[src/rtl/spi3_pkg.sv]
package spi3_pkg;
  localparam int DW        = 8;
  localparam int AW        = 3;
  localparam int CMD_LEN   = 1 + AW;
  localparam int FRAME_LEN = CMD_LEN + DW;
  localparam int NPORT     = 2;
  localparam int CODE_W    = DW - 1;

  typedef struct packed {
    logic [AW-1:0] addr;
    logic [DW-1:0] data;
  } wr_req_t;
endpackage

[src/rtl/spi3_sync.sv]
module spi3_sync #(
  parameter int   STAGES  = 2,
  parameter logic RST_LVL = 1'b0
) (
  input  logic clk,
  input  logic rst,
  input  logic d,
  output logic q
);
  logic [STAGES-1:0] sr;

  always_ff @(posedge clk) begin
    if (rst) sr <= {STAGES{RST_LVL}};
    else     sr <= {sr[STAGES-2:0], d};
  end

  assign q = sr[STAGES-1];
endmodule

[src/rtl/spi3_frame.sv]
module spi3_frame
  import spi3_pkg::*;
(
  input  logic          clk,
  input  logic          rst,
  input  logic          cs_s,
  input  logic          sclk_s,
  input  logic          sdi_s,
  input  logic [DW-1:0] rd_data,
  output logic [AW-1:0] rd_addr,
  output wr_req_t       wr,
  output logic          wr_en,
  output logic          sd_out,
  output logic          sd_oe
);
  localparam int CNT_W = $clog2(FRAME_LEN + 1);

  logic [CNT_W-1:0] cnt;
  logic             rw, pend, cs_d, sclk_d;
  logic [AW-1:0]    addr;
  logic [DW-1:0]    data;
  logic             rise, fall, cs_rise;

  assign rise    = sclk_s & ~sclk_d;
  assign fall    = ~sclk_s & sclk_d;
  assign cs_rise = cs_s & ~cs_d;

  always_ff @(posedge clk) begin
    if (rst) begin
      cnt <= '0; rw <= 1'b0; pend <= 1'b0; cs_d <= 1'b1; sclk_d <= 1'b0;
      addr <= '0; data <= '0; wr_en <= 1'b0; sd_out <= 1'b0; sd_oe <= 1'b0;
    end else begin
      cs_d   <= cs_s;
      sclk_d <= sclk_s;
      wr_en  <= 1'b0;
      if (cs_s) begin
        sd_oe  <= 1'b0;
        sd_out <= 1'b0;
        if (cs_rise && pend) wr_en <= 1'b1;
        if (cs_rise || fall) pend <= 1'b0;
        if (fall) cnt <= '0;
      end else begin
        if (rise && cnt < CNT_W'(FRAME_LEN)) begin
          cnt <= cnt + 1'b1;
          if (cnt == '0) rw <= sdi_s;
          for (int i = 0; i < AW; i++)
            if (cnt == CNT_W'(1 + i)) addr[i] <= sdi_s;
          for (int i = 0; i < DW; i++)
            if (cnt == CNT_W'(CMD_LEN + i)) data[i] <= sdi_s;
          if (cnt == CNT_W'(FRAME_LEN - 1) && rw) pend <= 1'b1;
        end
        if (fall) begin
          sd_oe <= 1'b0;
          for (int i = 0; i < DW; i++)
            if (!rw && cnt == CNT_W'(CMD_LEN + i)) begin
              sd_oe  <= 1'b1;
              sd_out <= rd_data[i];
            end
        end
      end
    end
  end

  assign rd_addr = addr;
  assign wr      = '{addr: addr, data: data};

  AST_OE_ONLY_READ: assert property (@(posedge clk) disable iff (rst)
    sd_oe |-> !rw);
  AST_OE_DESELECT: assert property (@(posedge clk) disable iff (rst)
    cs_s |=> !sd_oe);
  AST_CNT_SATURATE: assert property (@(posedge clk) disable iff (rst)
    (cnt == CNT_W'(FRAME_LEN) && !cs_s) |=> cnt == CNT_W'(FRAME_LEN));
  AST_WR_IS_WRITE: assert property (@(posedge clk) disable iff (rst)
    wr_en |-> (rw && cs_s));
endmodule

[src/rtl/spi3_regs.sv]
module spi3_regs
  import spi3_pkg::*;
#(
  parameter logic [DW-1:0] RST_VAL = 8'h80,
  parameter logic [AW-1:0] ADDR_AB = 3'd3,
  parameter logic [AW-1:0] ADDR_CD = 3'd7
) (
  input  logic              clk,
  input  logic              rst,
  input  wr_req_t           wr,
  input  logic              wr_en,
  input  logic [AW-1:0]     rd_addr,
  input  logic              boost_req,
  output logic [DW-1:0]     rd_data,
  output logic [CODE_W-1:0] code [NPORT],
  output logic              boost_en
);
  localparam logic [AW-1:0] PORT_ADDR [NPORT] = '{ADDR_AB, ADDR_CD};

  logic [DW-1:0] bank [NPORT];
  logic [NPORT-1:0] top_bits;

  for (genvar g = 0; g < NPORT; g++) begin : g_port
    always_ff @(posedge clk) begin
      if (rst)                                    bank[g] <= RST_VAL;
      else if (wr_en && wr.addr == PORT_ADDR[g])  bank[g] <= wr.data;
    end
    assign code[g]     = bank[g][CODE_W-1:0];
    assign top_bits[g] = bank[g][DW-1];

    AST_RESET_VALUE: assert property (@(posedge clk) disable iff (rst)
      $past(rst) |-> bank[g] == RST_VAL);
    AST_HOLD_NO_WRITE: assert property (@(posedge clk) disable iff (rst)
      !wr_en |=> $stable(bank[g]));
  end

  always_comb begin
    rd_data = '0;
    for (int i = 0; i < NPORT; i++)
      if (rd_addr == PORT_ADDR[i]) rd_data = bank[i];
  end

  always_ff @(posedge clk) begin
    if (rst) boost_en <= 1'b0;
    else     boost_en <= boost_req & ~(&top_bits);
  end

  AST_BOOST_BLOCKED: assert property (@(posedge clk) disable iff (rst)
    (&top_bits) |=> !boost_en);
endmodule

[src/rtl/serial_bias_regs.sv]
module serial_bias_regs
  import spi3_pkg::*;
#(
  parameter int            SYNC_STAGES = 2,
  parameter logic [DW-1:0] RST_VAL     = 8'h80,
  parameter logic [AW-1:0] ADDR_AB     = 3'd3,
  parameter logic [AW-1:0] ADDR_CD     = 3'd7
) (
  input  logic              clk,
  input  logic              rst,
  input  logic              cs_n,
  input  logic              sclk,
  input  logic              sdata_in,
  output logic              sdata_out,
  output logic              sdata_oe,
  input  logic              boost_req,
  output logic [CODE_W-1:0] ab_iq_code,
  output logic [CODE_W-1:0] cd_iq_code,
  output logic              boost_en
);
  logic          cs_s, sclk_s, sdi_s, wr_en;
  logic [DW-1:0] rd_data;
  logic [AW-1:0] rd_addr;
  wr_req_t       wr;
  logic [CODE_W-1:0] code [NPORT];

  spi3_sync #(.STAGES(SYNC_STAGES), .RST_LVL(1'b1)) u_cs   (.clk(clk), .rst(rst), .d(cs_n),     .q(cs_s));
  spi3_sync #(.STAGES(SYNC_STAGES), .RST_LVL(1'b0)) u_sclk (.clk(clk), .rst(rst), .d(sclk),     .q(sclk_s));
  spi3_sync #(.STAGES(SYNC_STAGES), .RST_LVL(1'b0)) u_sdi  (.clk(clk), .rst(rst), .d(sdata_in), .q(sdi_s));

  spi3_frame u_frame (
    .clk(clk), .rst(rst), .cs_s(cs_s), .sclk_s(sclk_s), .sdi_s(sdi_s),
    .rd_data(rd_data), .rd_addr(rd_addr), .wr(wr), .wr_en(wr_en),
    .sd_out(sdata_out), .sd_oe(sdata_oe)
  );

  spi3_regs #(.RST_VAL(RST_VAL), .ADDR_AB(ADDR_AB), .ADDR_CD(ADDR_CD)) u_regs (
    .clk(clk), .rst(rst), .wr(wr), .wr_en(wr_en), .rd_addr(rd_addr),
    .boost_req(boost_req), .rd_data(rd_data), .code(code), .boost_en(boost_en)
  );

  assign ab_iq_code = code[0];
  assign cd_iq_code = code[1];
endmodule

[config.mk]
export PLATFORM = sky130hd
export DESIGN_NAME = serial_bias_regs
export DESIGN_NICKNAME = d
export VERILOG_FILES = /design/src/rtl/spi3_pkg.sv /design/src/rtl/spi3_sync.sv /design/src/rtl/spi3_frame.sv /design/src/rtl/spi3_regs.sv /design/src/rtl/serial_bias_regs.sv
export SDC_FILE = /design/constraint.sdc
export NUM_CORES = 1
export LEC_CHECK = 0
export BUFFER_PORTS_ARGS = -buffer_cell sky130_fd_sc_hd__buf_4
export CORE_MARGIN = 4
export CORE_UTILIZATION = 43
export CTS_BUF_LIST = sky130_fd_sc_hd__clkbuf_16
export DETAILED_ROUTE_END_ITERATION = 8
export GPL_TIMING_DRIVEN = 0
export PLACE_DENSITY_LB_ADDON = 0.05
export SYNTH_ARGS = -nofsm -noshare
export SYNTH_HDL_FRONTEND = slang
export SYNTH_SLANG_ARGS = --single-unit
[constraint.sdc]
create_clock -name clk -period 1.7 [get_ports clk]
set_input_delay 0.085 -clock clk [delete_from_list [all_inputs] [get_ports clk]]
set_output_delay 0.085 -clock clk [all_outputs]
set_load 0.1 [all_outputs]
---- After elaboration in Yosys (flattened, before gate mapping) ----
Memory sizes are Yosys's and may differ from the RTL's.
Index checks and enable logic that the tools add are counted.
storage, ports and cells
  input bits .............................. 6
  memories kept ........................... 1
  logic and storage cells ................. 125
  register bits ........................... 29
  bits in writable memories ............... 16
  output and inout port bits .............. 17
memories
  name         words  bits a word  read ports  clocked after memory_dff  wr ports  line             source
  u_regs.bank  2      8            2           0                         2         spi3_regs.sv:20  logic [DW-1:0] bank [NPORT];
cells by class
  reductions and logical operators ........ 37
  order comparisons ....................... 1
  bitwise operators ....................... 11
  mux-type cells .......................... 36
  eq/ne operators ......................... 15
  add/sub/neg operators ................... 1
operator list
  operator               count
  $reduce_and A3 Y1      13
  $mux W8                4
  $mux W1                29
  $eq A4 B3 Y1 const B   4
  $eq A4 B4 Y1 const B   4
  $logic_and A1 B1 Y1    13
  $mux W4                3
  $eq A4 B2 Y1 const B   2
  $reduce_bool A8 Y1     1
  $reduce_and A2 Y1      3
  $not A1 Y1             5
  $add A4 B1 Y4 const B  1
  $and A1 B1 Y1          4
  $eq A4 B1 Y1 const B   1
  $logic_not A4 Y1       1
  $lt A4 B4 Y1 const B   1
  $ne A2 B1 Y1 const B   2
  $reduce_bool A2 Y1     2
  $reduce_or A2 Y1       2
  $eq A3 B2 Y1 const B   1
  $eq A3 B3 Y1 const B   1
  $or A1 B1 Y1           2
  $logic_not A1 Y1       1
  $logic_or A1 B1 Y1     1

---- Logic depth before layout (Yosys ltp) ----
Gate-level depths: netlist (run 1).
  depth after elaboration ................. 11
  mapped depth ............................ 8
  mapped depth without buffers ............ 7

---- Hierarchy ----
Synthesis (run 1) repeated with hierarchy kept, for this count alone.
second synthesis, totals
  cell total of the unflattened synthesis .. 226
  area, all modules ....................... 2240.9 µm²
modules (own cells, without submodules)
  module      sequential area each (µm²)  area an instance (µm²)  times used  cells an instance
  spi3_frame  440.4                       1174.9                  1           135
  spi3_regs   500.5                       908.4                   1           79
  spi3_sync   40.0                        52.6                    3           4

---- Least setup slack after synthesis (run 1) ----
No wires, ideal clock.
  kind .................................... register to register
  start point ............................. register u_frame.cnt[0]
  end point ............................... register u_frame.sd_out
  path buffers ............................ 1
  clock period less this slack ............ 1.636 ns
  arrival time ............................ 1.513 ns
  path slack .............................. 0.064 ns
  stages on the path, launching flop included .. 8
  setup time .............................. 0.124 ns
  data required time ...................... 1.576 ns
  cells stage by stage .................... dfxtp_1 > ha_1 > buf_2 > nor4_1 > nor4_2 > o31ai_2 > a311oi_1 > nor4_2
on the way
  cells in the longest elaborated chain, start to end .. 9
  elaborated cells on any way between the ends .. 25
  classes of those cells .................. 8 x eq/ne; 7 x mux; 10 x reduce/logical
RTL lines
  item                      line              source
  start: declaration        spi3_frame.sv:18  logic [CNT_W-1:0] cnt;
  start signal: assignment  spi3_frame.sv:44  cnt <= cnt + 1'b1;
  $eq A4 B3 Y1              spi3_frame.sv:55  if (!rw && cnt == CNT_W'(CMD_LEN + i)) begin
  $logic_and A1 B1 Y1       spi3_frame.sv:55
  $mux W1 (7 in series)     spi3_frame.sv:55
  end signal: assignment    spi3_frame.sv:57  sd_out <= rd_data[i];
  end: declaration          spi3_frame.sv:13  output logic sd_out,
Several ways; a longest one is shown, not always the timed one.
A chain may end at the register's enable or synchronous reset.

---- Worst setup path after layout (run 1) ----
Ends and elaborated chain as after synthesis.

==> results of run 1 <==
## path summary, 6_finish.rpt
kind | from | to | slack, ns | cells after the start
worst min-delay path | sdata_in | u_sdi.sr[0] | 0.01 | 2
worst min register to register | u_cs.sr[0] | u_cs.sr[1] | 0.41 | 1
worst max register to register | u_frame.cnt[0] | u_frame.sd_out | 0.004 | 7
worst max-delay path | u_frame.cnt[0] | u_frame.sd_out | 0.004 | 7
## placed cells by master, fill, tap and decap left out, drive strengths merged, types with 4 or more instances in the layout
cell type  count
a21oi         11
and2          16
buf           46
clkbuf        10
dfxtp         29
edfxtp        16
ha             4
inv            6
mux2i         14
nand2         22
nand2b         5
nand3         10
nor2          12
nor2b          7
## cell type report
type / instances / area [sq um] / area share [%]
sequential: 45 / 1060 / 40.0
multi-input combinational: 139 / 958 / 36.0
buffer: 25 / 179 / 6.72
timing repair buffer: 27 / 218 / 8.18
inverter: 5 / 18.8 / 0.705
tap: 67 / 83.8 / 3.15
clock inverter: 3 / 15.0 / 0.564
clock buffer: 5 / 125 / 4.70
## through the flow
stage	TNS, ns	area, sq um	power (mW)	worst slack, ns	util [%]
5_1_grt	-0.162	2660	2.32	-0.129	55.2
3_5_place_dp	-1.64	2430	1.35	-0.215	50.5
2_1_floorplan	0	2180	1.30	0.0636	-
6_report	0	2660	2.25	0.00398	55.2
4_1_cts	-0.0176	2610	2.27	-0.0176	54.2
3_3_place_gp	-1.22	2430	1.35	-0.180	50.5
## what timing repair did
action,CTS,global route
setup buffers,1,3
pin swaps,1,1
endpoints found under the setup margin,17,13
resized for setup,6,3
hold buffers,1,0
hold endpoints to repair,1,0
gates cloned,0,0
## Yosys cell counts (2+ instances only)
| master | number |
|---|---|
| mux2_2 | 3 |
| a31oi_1 | 2 |
| nor3_1 | 3 |
| o21ai_0 | 2 |
| clkbuf_1 | 4 |
| nand2_1 | 22 |
| or3_1 | 2 |
| nor2b_1 | 6 |
| dfxtp_1 | 29 |
| nor2_1 | 12 |
| ha_1 | 4 |
| a21oi_1 | 10 |
| nand3_1 | 10 |
| and2_1 | 16 |
| buf_2 | 2 |
| mux2i_1 | 14 |
| inv_1 | 5 |
| nand2b_1 | 5 |
| edfxtp_1 | 16 |
| buf_6 | 3 |
| buf_4 | 15 |
| a211oi_1 | 2 |
| or2_2 | 3 |
| nor4_2 | 2 |
## worst max-delay path, stage by stage (launching register included)
cell and delay [ns]:
dfxtp_2 0.37, ha_1 0.18, buf_4 0.17, inv_1 0.08, o22a_1 0.22, o31ai_2 0.30
a211oi_2 0.07, nor4_2 0.21
## state kept, by name, summed over array words and instances, names as in the netlist
signal           cells
u_frame.cnt          4
u_frame.sd_out       1
u_frame.rw           1
u_frame.wr_en        1
u_frame.rd_addr      3
u_frame.cs_d         1
u_cs.sr              2
u_regs.bank         16
u_frame.sd_oe        1
u_regs.boost_en      1
u_sdi.sr             2
u_frame.sclk_d       1
u_frame.pend         1
u_frame.data         8
u_sclk.sr            2
## cell families after synthesis
family                     share of synthesized area (%)
xor gates and xnor gates                           0.401
muxes                                               7.97
buffers and inverters                               8.94
DFF                                                 48.6
and+or+nand+nor                                     23.3
adders and majority gates                           2.29
AOI/OAI and AO/OA                                   8.49
## routing by layer
metal  vias to the layer above  wire (um)  GRT usage (%)
met4                         0         35           5.15
met2                        39       2390           27.1
met5                         -          0              0
li1                        792          -              -
met1                       773       2150           20.6
met3                         6        229           3.63
## power by group through the flow
stage | Combinational [mW] | Sequential (mW) | Clock [mW]
floorplan | 0.140 | 1.16 | 0
global placement | 0.183 | 1.17 | 0
detailed placement | 0.185 | 1.17 | 0
CTS | 0.188 | 1.14 | 0.939
global route | 0.196 | 1.15 | 0.982
finish | 0.187 | 1.14 | 0.921
==> summary.md, run 1 <==
| Metric | Value |
|---|---|
| Ys async rst share | 0% |
| Share of layout cells above drive strength 1 | 29.7% |
| Net switching power figure | 0.531 mW |
| Top cells by area, synth | dfxtp_1 (27%), edfxtp_1 (22%), mux2i_1 (6.4%) |
| Clk pwr share | 40.9% |
| Die width | 79.2 um |
| Synth top area share | 26.6% |
| Distinct cells, synth | 46 |
| Post-synthesis register bit count | 45 |
| Endpoints failing setup | 0 |
| Skew-Pair Late Insertion Delay | 0.28 ns |
| Die height | 79.2 um |
| Register share of total power | 50.8% |
| Area of the die | 0.00628 sq mm |
| Worst-path clk slew | 0.06 ns |
| Data arrival, critical path | 1.89 ns |
| Largest net degree at the start of global routing | 15 |
| Gr usage total | 16.2% |
| Antenna violations before repair | 0 |
| CP endpoint kind | flop |
| I/O pin count | 23 |
| Syn-to-layout area delta | 22.0% |
| WL/cell | 15.2 um |
| Drt first-iter violations | 154 |
| Port bufs | 22 |
| Core ar. | 0.00482 sq mm |
| Final Skew | 0.00289 ns |
| Final period util | 99.8% |
| Global-route wire length before repair | 7.82 mm |
| Fin cells | 316 |
| Ant. Diodes | 0 |
| Cell leakage power | 1.03 nW |
| Core Rows | 25 |
| Fin nets | 258 |
| Number of global-route vias before repair | 1637 |
| Power density cells | 846 mW/mm^2 |
| Worst slew margin relative to its limit | 61.1% |
| Gate power share | 8.3% |
| Critical Path Fanout Max | 10 |
| Peak Freq | 0.590 GHz |
| Hold crit path type | in2reg |
| Maxcap violations | 0 |
| Sw frac | 23.6% |
| H-tree depth | 2 |
| Setup CP Type | reg2reg |
| Time the worst path needs with I/O delays and setup | 1.70 ns |
| Via count | 1610 |
| # fillers | 460 |
| Mean Syn Cell Area | 10.2 sq um |
| Max IR drop VDD | 0.000588 V |
| CP Launch Type | flop |
| Synthesized area | 0.00218 sq mm |
| Drt pass-1 iters | 4 |
| Yosys top cell by area | dfxtp_1 |
| # DRC | 0 |
| Root Buffer | clkbuf_16 |
| # clock sinks | 45 |
| Detailed placer's ending HPWL | 3.47 mm |
| Placed Cells | 303 |
| Starting density of the core | 45.3% |
| GRT overflow | 0 |
| Final hold vios | 0 |
| TritonCTS buffer count | 5 |
| Hold WS | 0.0135 ns |
| Vias per cell | 5.09 |
| Slew @ Worst Pin | 0.580 ns |
| Ys flop type | dfxtp_1 |
| Placer Congestion | 0.848 |
| Total nets after synthesis | 224 |
| RSZ-0062 raised after global routing | true |
| Drt total wl | 4.81 mm |
| CTS tree | done |
| Int Pwr | 1.72 mW |
| Post-synth EDFFs | 16 |
| Register area share after synthesis | 48.6% |
| Synth warnings | 0 |
| Post-Syn Instances | 214 |
| Largest buffer count on any clock path | 2 |
| Antenna Nets Post-Route | 0 |
| Required @ worst endpoint | 1.89 ns |
| Max Slew Vio Count | 0 |
| Status | finished clean |
Note: power is estimated with default switching activity, not from simulation.
==> run 2, diff against run 1 <==
Settings changed: HOLD_SLACK_MARGIN set to 0.12.
==> summary.md, run 2 (synthesis gave the netlist of run 1 again) <==
| Metric | Value |
|---|---|
| Status | finished, violations left |
| Failing checks | negative setup slack |
| Most common cell after layout, fill and taps aside | buf_4 |
| Largest buffer count on any clock path | 2 (unchanged) |
| Ant. Diodes | 0 (unchanged) |
| Crit-path cells | ha_1 > buf_4 > inv_1 > o22a_1 > o31ai_2 > a211oi_2 > nor4_2 |
| Sw frac | 23.8% (+0.15 points) |
| Global-route wire length before repair | 7.89 mm (+0.88%) |
| Placer Congestion | 0.848 (unchanged) |
| Time the worst path needs with I/O delays and setup | 1.70 ns (+0.00507 ns) |
| Number of global-route vias before repair | 1655 (+1.1%) |
| Endpoints failing setup | 1 (+1) |
| Final hold vios | 0 (unchanged) |
| Drt total wl | 4.89 mm (+1.7%) |
| Antenna violations before repair | 0 (unchanged) |
| Largest stage delay, worst path | 0.37 ns (about the same) |
| Final Skew | 0.00501 ns (+0.00212 ns) |
| Worst path bufs/invs | 2 (unchanged) |
| Largest Register | u_regs.bank |
| Largest net degree at the start of global routing | 15 (unchanged) |
| Starting density of the core | 45.3% (unchanged) |
| Post-Place Cell Area | 0.00243 sq mm (unchanged) |
| Share of layout cells above drive strength 1 | 30.0% (+0.32 points) |
| Power density cells | 837 mW/mm^2 (-1.0%) |
| Max IR drop VDD | 0.000597 V (+1.4%) |
| Worst slew margin relative to its limit | 61.8% (+0.70 points) |
| H-tree depth | 2 (unchanged) |
| Die width | 79.2 um (unchanged) |
| Port bufs | 22 (unchanged) |
| Antenna Nets Post-Route | 0 (unchanged) |
| Peak Freq | 0.588 GHz (-0.30%) |
| GRT overflow | 0 (unchanged) |
| Most frequent cells in the layout | buf_4 (41), dfxtp_1 (27), nand2_1 (22), and2_1 (16), edfxtp_1 (16) |
| Maxcap violations | 0 (unchanged) |
| Critical Path Fanout Max | 10 (unchanged) |
| Max Slew Vio Count | 0 (unchanged) |
| Via count | 1623 (+0.81%) |
| WL/cell | 15.3 um (+0.43%) |
| I/O pin count | 23 (unchanged) |
| TritonCTS buffer count | 5 (unchanged) |
| Area of the die | 0.00628 sq mm (unchanged) |
| Multi-input logic area | 961 sq um (+0.26%) |
| Detailed placer's ending HPWL | 3.47 mm (unchanged) |
| Gr usage total | 16.3% (+0.12 points) |
| Int Pwr | 1.73 mW (+0.39%) |
| Top delay family on crit path | compound AO/OA/AOI/OAI gates |
| Vias per cell | 5.07 (-0.45%) |
| Cell leakage power | 1.05 nW (+1.9%) |
| # clock sinks | 45 (unchanged) |
| Setup CP Type | reg2reg |
| Gate power share | 8.6% (+0.3 points) |
| Drt pass-1 iters | 4 (unchanged) |
| RSZ-0062 raised after global routing | true |
| Clk pwr share | 40.9% (about the same) |
| CTS tree | done |
| # fillers | 455 (-1.1%) |
| Die height | 79.2 um (unchanged) |
| Max stage delay cell, worst path | dfxtp_2 |
| Hold crit path type | reg2reg |
| Worst-path clk slew | 0.06 ns (about the same) |
| Syn-to-layout area delta | 24.0% |
| Core ar. | 0.00482 sq mm (unchanged) |
| Regs by FF count | u_regs.bank: 16 flops, u_frame.data: 8 flops, u_frame.cnt: 4 flops |
| Required @ worst endpoint | 1.89 ns (about the same) |
| Post-layout instance area | 0.00271 sq mm (+1.6%) |
| Data arrival, critical path | 1.89 ns (about the same) |
| Hold WS | 0.408 ns (+0.395 ns) |
| Net switching power figure | 0.538 mW (+1.2%) |
| Core Rows | 25 (unchanged) |
| Skew-Pair Late Insertion Delay | 0.28 ns (about the same) |
| Sequential cell area | 0.00106 sq mm (unchanged) |
| Register share of total power | 50.5% (-0.3 points) |
| CP endpoint kind | flop |
| CP Launch Type | flop |
| Worst Slack Setup Final | -0.00109 ns (-0.00507 ns) |
| Drt first-iter violations | 107 (-31%) |
| # DRC | 0 (unchanged) |
| Slew @ Worst Pin | 0.570 ns (-0.0104 ns) |
| Root Buffer | clkbuf_16 |
| Largest register FFs | 16 (unchanged) |
| Final period util | 100% (+0.30 points) |
| Fin nets | 262 (+1.6%) |
| Final TNS setup | -0.00109 ns (-0.00109 ns) |
==> run 2: cell types whose count changed in the layout (fill, tap and decap cells not counted) <==
cell           delta
dlygate4sd3_1     +4
clkbuf_1          -1
clkbuf_2          +1
nand2b_1          -1
nand2b_2          +1
==> run 2: stage by stage <==
step	cells	setup slack (ns)	util (%)	power (mW)
2_1_floorplan	214	0.0636	-	1.30
3_3_place_gp	303	-0.180	50.5	1.35
3_5_place_dp	303	-0.215	50.5	1.35
4_1_cts	317	-0.0176	55.0	2.28
5_1_grt	320	-0.129	56.2	2.33
6_report	320	-0.00109	56.2	2.26
==> run 2: final cells by class <==
cell class	instances	area share (%)
buffer	25	6.66
sequential	45	39.3
inverter	5	0.694
timing repair buffer	31	9.53
tap	67	3.10
clock buffer	5	4.63
multi-input combinational	139	35.5
clock inverter	3	0.555
==> run 2: final timing paths <==
kind,start,to,slack [ns],cells past startpoint
min,u_cs.sr[0],u_cs.sr[1],0.41,1
min reg2reg,u_cs.sr[0],u_cs.sr[1],0.41,1
max,u_frame.cnt[0],u_frame.sd_out,-0.001,7
max reg2reg,u_frame.cnt[0],u_frame.sd_out,-0.001,7
==> run 2: power by group through the flow <==
stage | sequential [mW] | combinational [mW] | clock (mW)
floorplan | 1.16 | 0.140 | 0
global placement | 1.17 | 0.183 | 0
detailed placement | 1.17 | 0.185 | 0
CTS | 1.14 | 0.195 | 0.939
global route | 1.15 | 0.204 | 0.982
finish | 1.14 | 0.195 | 0.926
==> run 2: worst reg2reg max path, cell delays in order (launching register included) <==
cell      delay, ns
dfxtp_2        0.37
ha_1           0.18
buf_4          0.18
inv_1          0.08
o22a_1         0.22
o31ai_2        0.30
a211oi_2       0.08
nor4_2         0.21
==> run 2: timing repair <==
action / in CTS / in global routing
endpoints found under the hold margin: 5 / 0
cloned: 0 / 0
setup buffers: 1 / 3
pin swaps: 1 / 1
hold buffers: 5 / 0
resized for setup: 6 / 6
setup endpoints to repair: 17 / 29
==> run 2: per-layer routing <==
| metal | global-route usage, % | share of wire, % | up-vias |
|---|---|---|---|
| li1 | - | - | 800 |
| met1 | 20.9 | 45 | 776 |
| met2 | 27.3 | 49 | 41 |
| met3 | 3.51 | 4.8 | 6 |
| met4 | 5.15 | 0.82 | 0 |
| met5 | 0 | 0 | - |
==> run 3, diff against run 2 <==
--- a/config.mk
+++ b/config.mk
@@ -18 +18,2 @@
 export SYNTH_SLANG_ARGS = --single-unit
+export TNS_END_PERCENT = 5
==> constraint.sdc (replaced) <==
create_clock -name clk -period 1.7 [get_ports clk]
set_input_delay 0.51 -clock clk [delete_from_list [all_inputs] [get_ports clk]]
set_output_delay 0.51 -clock clk [all_outputs]
set_load 0.1 [all_outputs]
==> summary.md, run 3 (synthesis gave the netlist of run 1 again) <==
| Metric | Value |
|---|---|
| Port bufs | 22 (unchanged) |
| Skew-Pair Late Insertion Delay | 0.28 ns (about the same) |
| Core ar. | 0.00482 sq mm (unchanged) |
| Die width | 79.2 um (unchanged) |
| Drt total wl | 4.74 mm (-2.9%) |
| Final period util | 100% (+0.16 points) |
| Hold crit path type | reg2reg |
| Cell leakage power | 1.01 nW (-4.0%) |
| Share of layout cells above drive strength 1 | 29.8% (-0.24 points) |
| Core Rows | 25 (unchanged) |
| Critical Path Fanout Max | 10 (unchanged) |
| Worst path bufs/invs | 2 (unchanged) |
| WL/cell | 15.2 um (-0.46%) |
| Data arrival, critical path | 1.90 ns (about the same) |
| Largest buffer count on any clock path | 2 (unchanged) |
| Syn-to-layout area delta | 20.0% |
| Final TNS setup | -0.00385 ns (-0.00276 ns) |
| Max stage delay cell, worst path | dfxtp_2 |
| Final Skew | 0.00343 ns (-0.00157 ns) |
| Largest net degree at the start of global routing | 15 (unchanged) |
| # DRC | 0 (unchanged) |
| Hold buffer count at cts | 0 (-5) |
| Endpoints failing setup | 1 (unchanged) |
| Placer Congestion | 0.848 (unchanged) |
| Via count | 1586 (-2.3%) |
| H-tree depth | 2 (unchanged) |
| TritonCTS buffer count | 5 (unchanged) |
| Fin cells | 312 (-2.5%) |
| Worst slew margin relative to its limit | 60.6% (-1.2 points) |
| Setup CP Type | reg2reg |
| Largest stage delay, worst path | 0.37 ns (about the same) |
| Crit-path cells | ha_1 > buf_4 > inv_1 > o22a_1 > o31ai_2 > a211oi_2 > nor4_2 |
| Time the worst path needs with I/O delays and setup | 1.70 ns (+0.00276 ns) |
| Most frequent cells in the layout | buf_4 (39), dfxtp_1 (25), nand2_1 (22), and2_1 (16), edfxtp_1 (16) |
| Max Slew Vio Count | 0 (unchanged) |
| Worst Slack Setup Final | -0.00385 ns (-0.00276 ns) |
| Die height | 79.2 um (unchanged) |
| Most common cell after layout, fill and taps aside | buf_4 |
| Ant. Diodes | 0 (unchanged) |
| Global-route wire length before repair | 7.80 mm (-1.1%) |
| I/O pin count | 23 (unchanged) |
| Root Buffer | clkbuf_16 |
| Starting density of the core | 45.3% (unchanged) |
| Antenna violations before repair | 0 (unchanged) |
| Failing checks | negative setup slack |
| Placed Cells | 303 (unchanged) |
| Drt first-iter violations | 121 (+13%) |
| Largest register FFs | 16 (unchanged) |
| Maxcap violations | 0 (unchanged) |
| Max IR drop VDD | 0.000589 V (-1.3%) |
| Largest Register | u_regs.bank |
| Status | finished, violations left |
| # clock sinks | 45 (unchanged) |
| Top delay family on crit path | compound AO/OA/AOI/OAI gates |
| Core Util, Final | 54.4% (-1.8 points) |
| Fin nets | 254 (-3.1%) |
| CP Launch Type | flop |
| Power density cells | 859 mW/mm^2 (+2.6%) |
| Final hold vios | 0 (unchanged) |
| CP endpoint kind | flop |
| Slew @ Worst Pin | 0.588 ns (+0.0180 ns) |
| Detailed placer's ending HPWL | 3.47 mm (unchanged) |
| Gr usage total | 16.1% (-0.14 points) |
| Antenna Nets Post-Route | 0 (unchanged) |
| GRT overflow | 0 (unchanged) |
| Number of global-route vias before repair | 1634 (-1.3%) |
| Worst-path clk slew | 0.06 ns (about the same) |
| Regs by FF count | u_regs.bank: 16 flops, u_frame.data: 8 flops, u_frame.cnt: 4 flops |
| Area of the die | 0.00628 sq mm (unchanged) |
| RSZ-0062 raised after global routing | true |
| Peak Freq | 0.587 GHz (-0.16%) |
| Required @ worst endpoint | 1.89 ns (about the same) |
| Vias per cell | 5.08 (+0.23%) |
| CTS tree | done |
| Drt pass-1 iters | 4 (unchanged) |
[run 3: per-stage QoR]
step / setup slack [ns] / instance area, sq um / hold slack, ns / total power, mW
3_3_place_gp: -0.243 / 2430 / 0.392 / 1.35
4_1_cts: -0.0731 / 2600 / 0.408 / 2.27
3_5_place_dp: -0.259 / 2430 / 0.394 / 1.35
2_1_floorplan: 0.0636 / 2180 / 0.389 / 1.30
5_1_grt: -0.122 / 2620 / 0.408 / 2.32
6_report: -0.00385 / 2620 / 0.409 / 2.25
[run 3: routing by layer]
layer / track usage [%] / wire (um) / up-vias
met1: 20.5 / 2160 / 753
met4: 5.15 / 36 / 0
met5: 0 / 0 / -
li1: - / - / 786
met2: 27.1 / 2290 / 41
met3: 3.63 / 255 / 6
[run 3: worst paths after layout]
kind	startpoint	endpoint	slack [ns]	cells past startpoint
worst max-delay path	u_frame.cnt[0]	u_frame.sd_out	-0.004	7
worst min-delay path	u_cs.sr[0]	u_cs.sr[1]	0.41	1
worst max register to register	u_frame.cnt[0]	u_frame.sd_out	-0.004	7
worst min register to register	u_cs.sr[0]	u_cs.sr[1]	0.41	1
[run 3: layout make-up]
class                      instances  area [sq um]
fill                             464          2200
clock buffer                       5           125
multi-input combinational        139           958
buffer                            25           179
sequential                        45          1070
tap                               67          83.8
clock inverter                     3          15.0
timing repair buffer              23           173
inverter                           5          18.8
[run 3: repair_timing]
action,CTS,global route
cloned,0,0
pin swaps,1,4
setup endpoints to repair,17,14
gates resized for setup,4,7
setup buffers,1,0
[run 3: power by group]
| group | switching (mW) | leakage, nW | total (mW) | internal (mW) |
|---|---|---|---|---|
| logic | 0.133 | 0.548 | 0.184 | 0.0511 |
| clock network | 0.388 | 0.0687 | 0.922 | 0.534 |
| registers | 0.0107 | 0.394 | 1.14 | 1.13 |
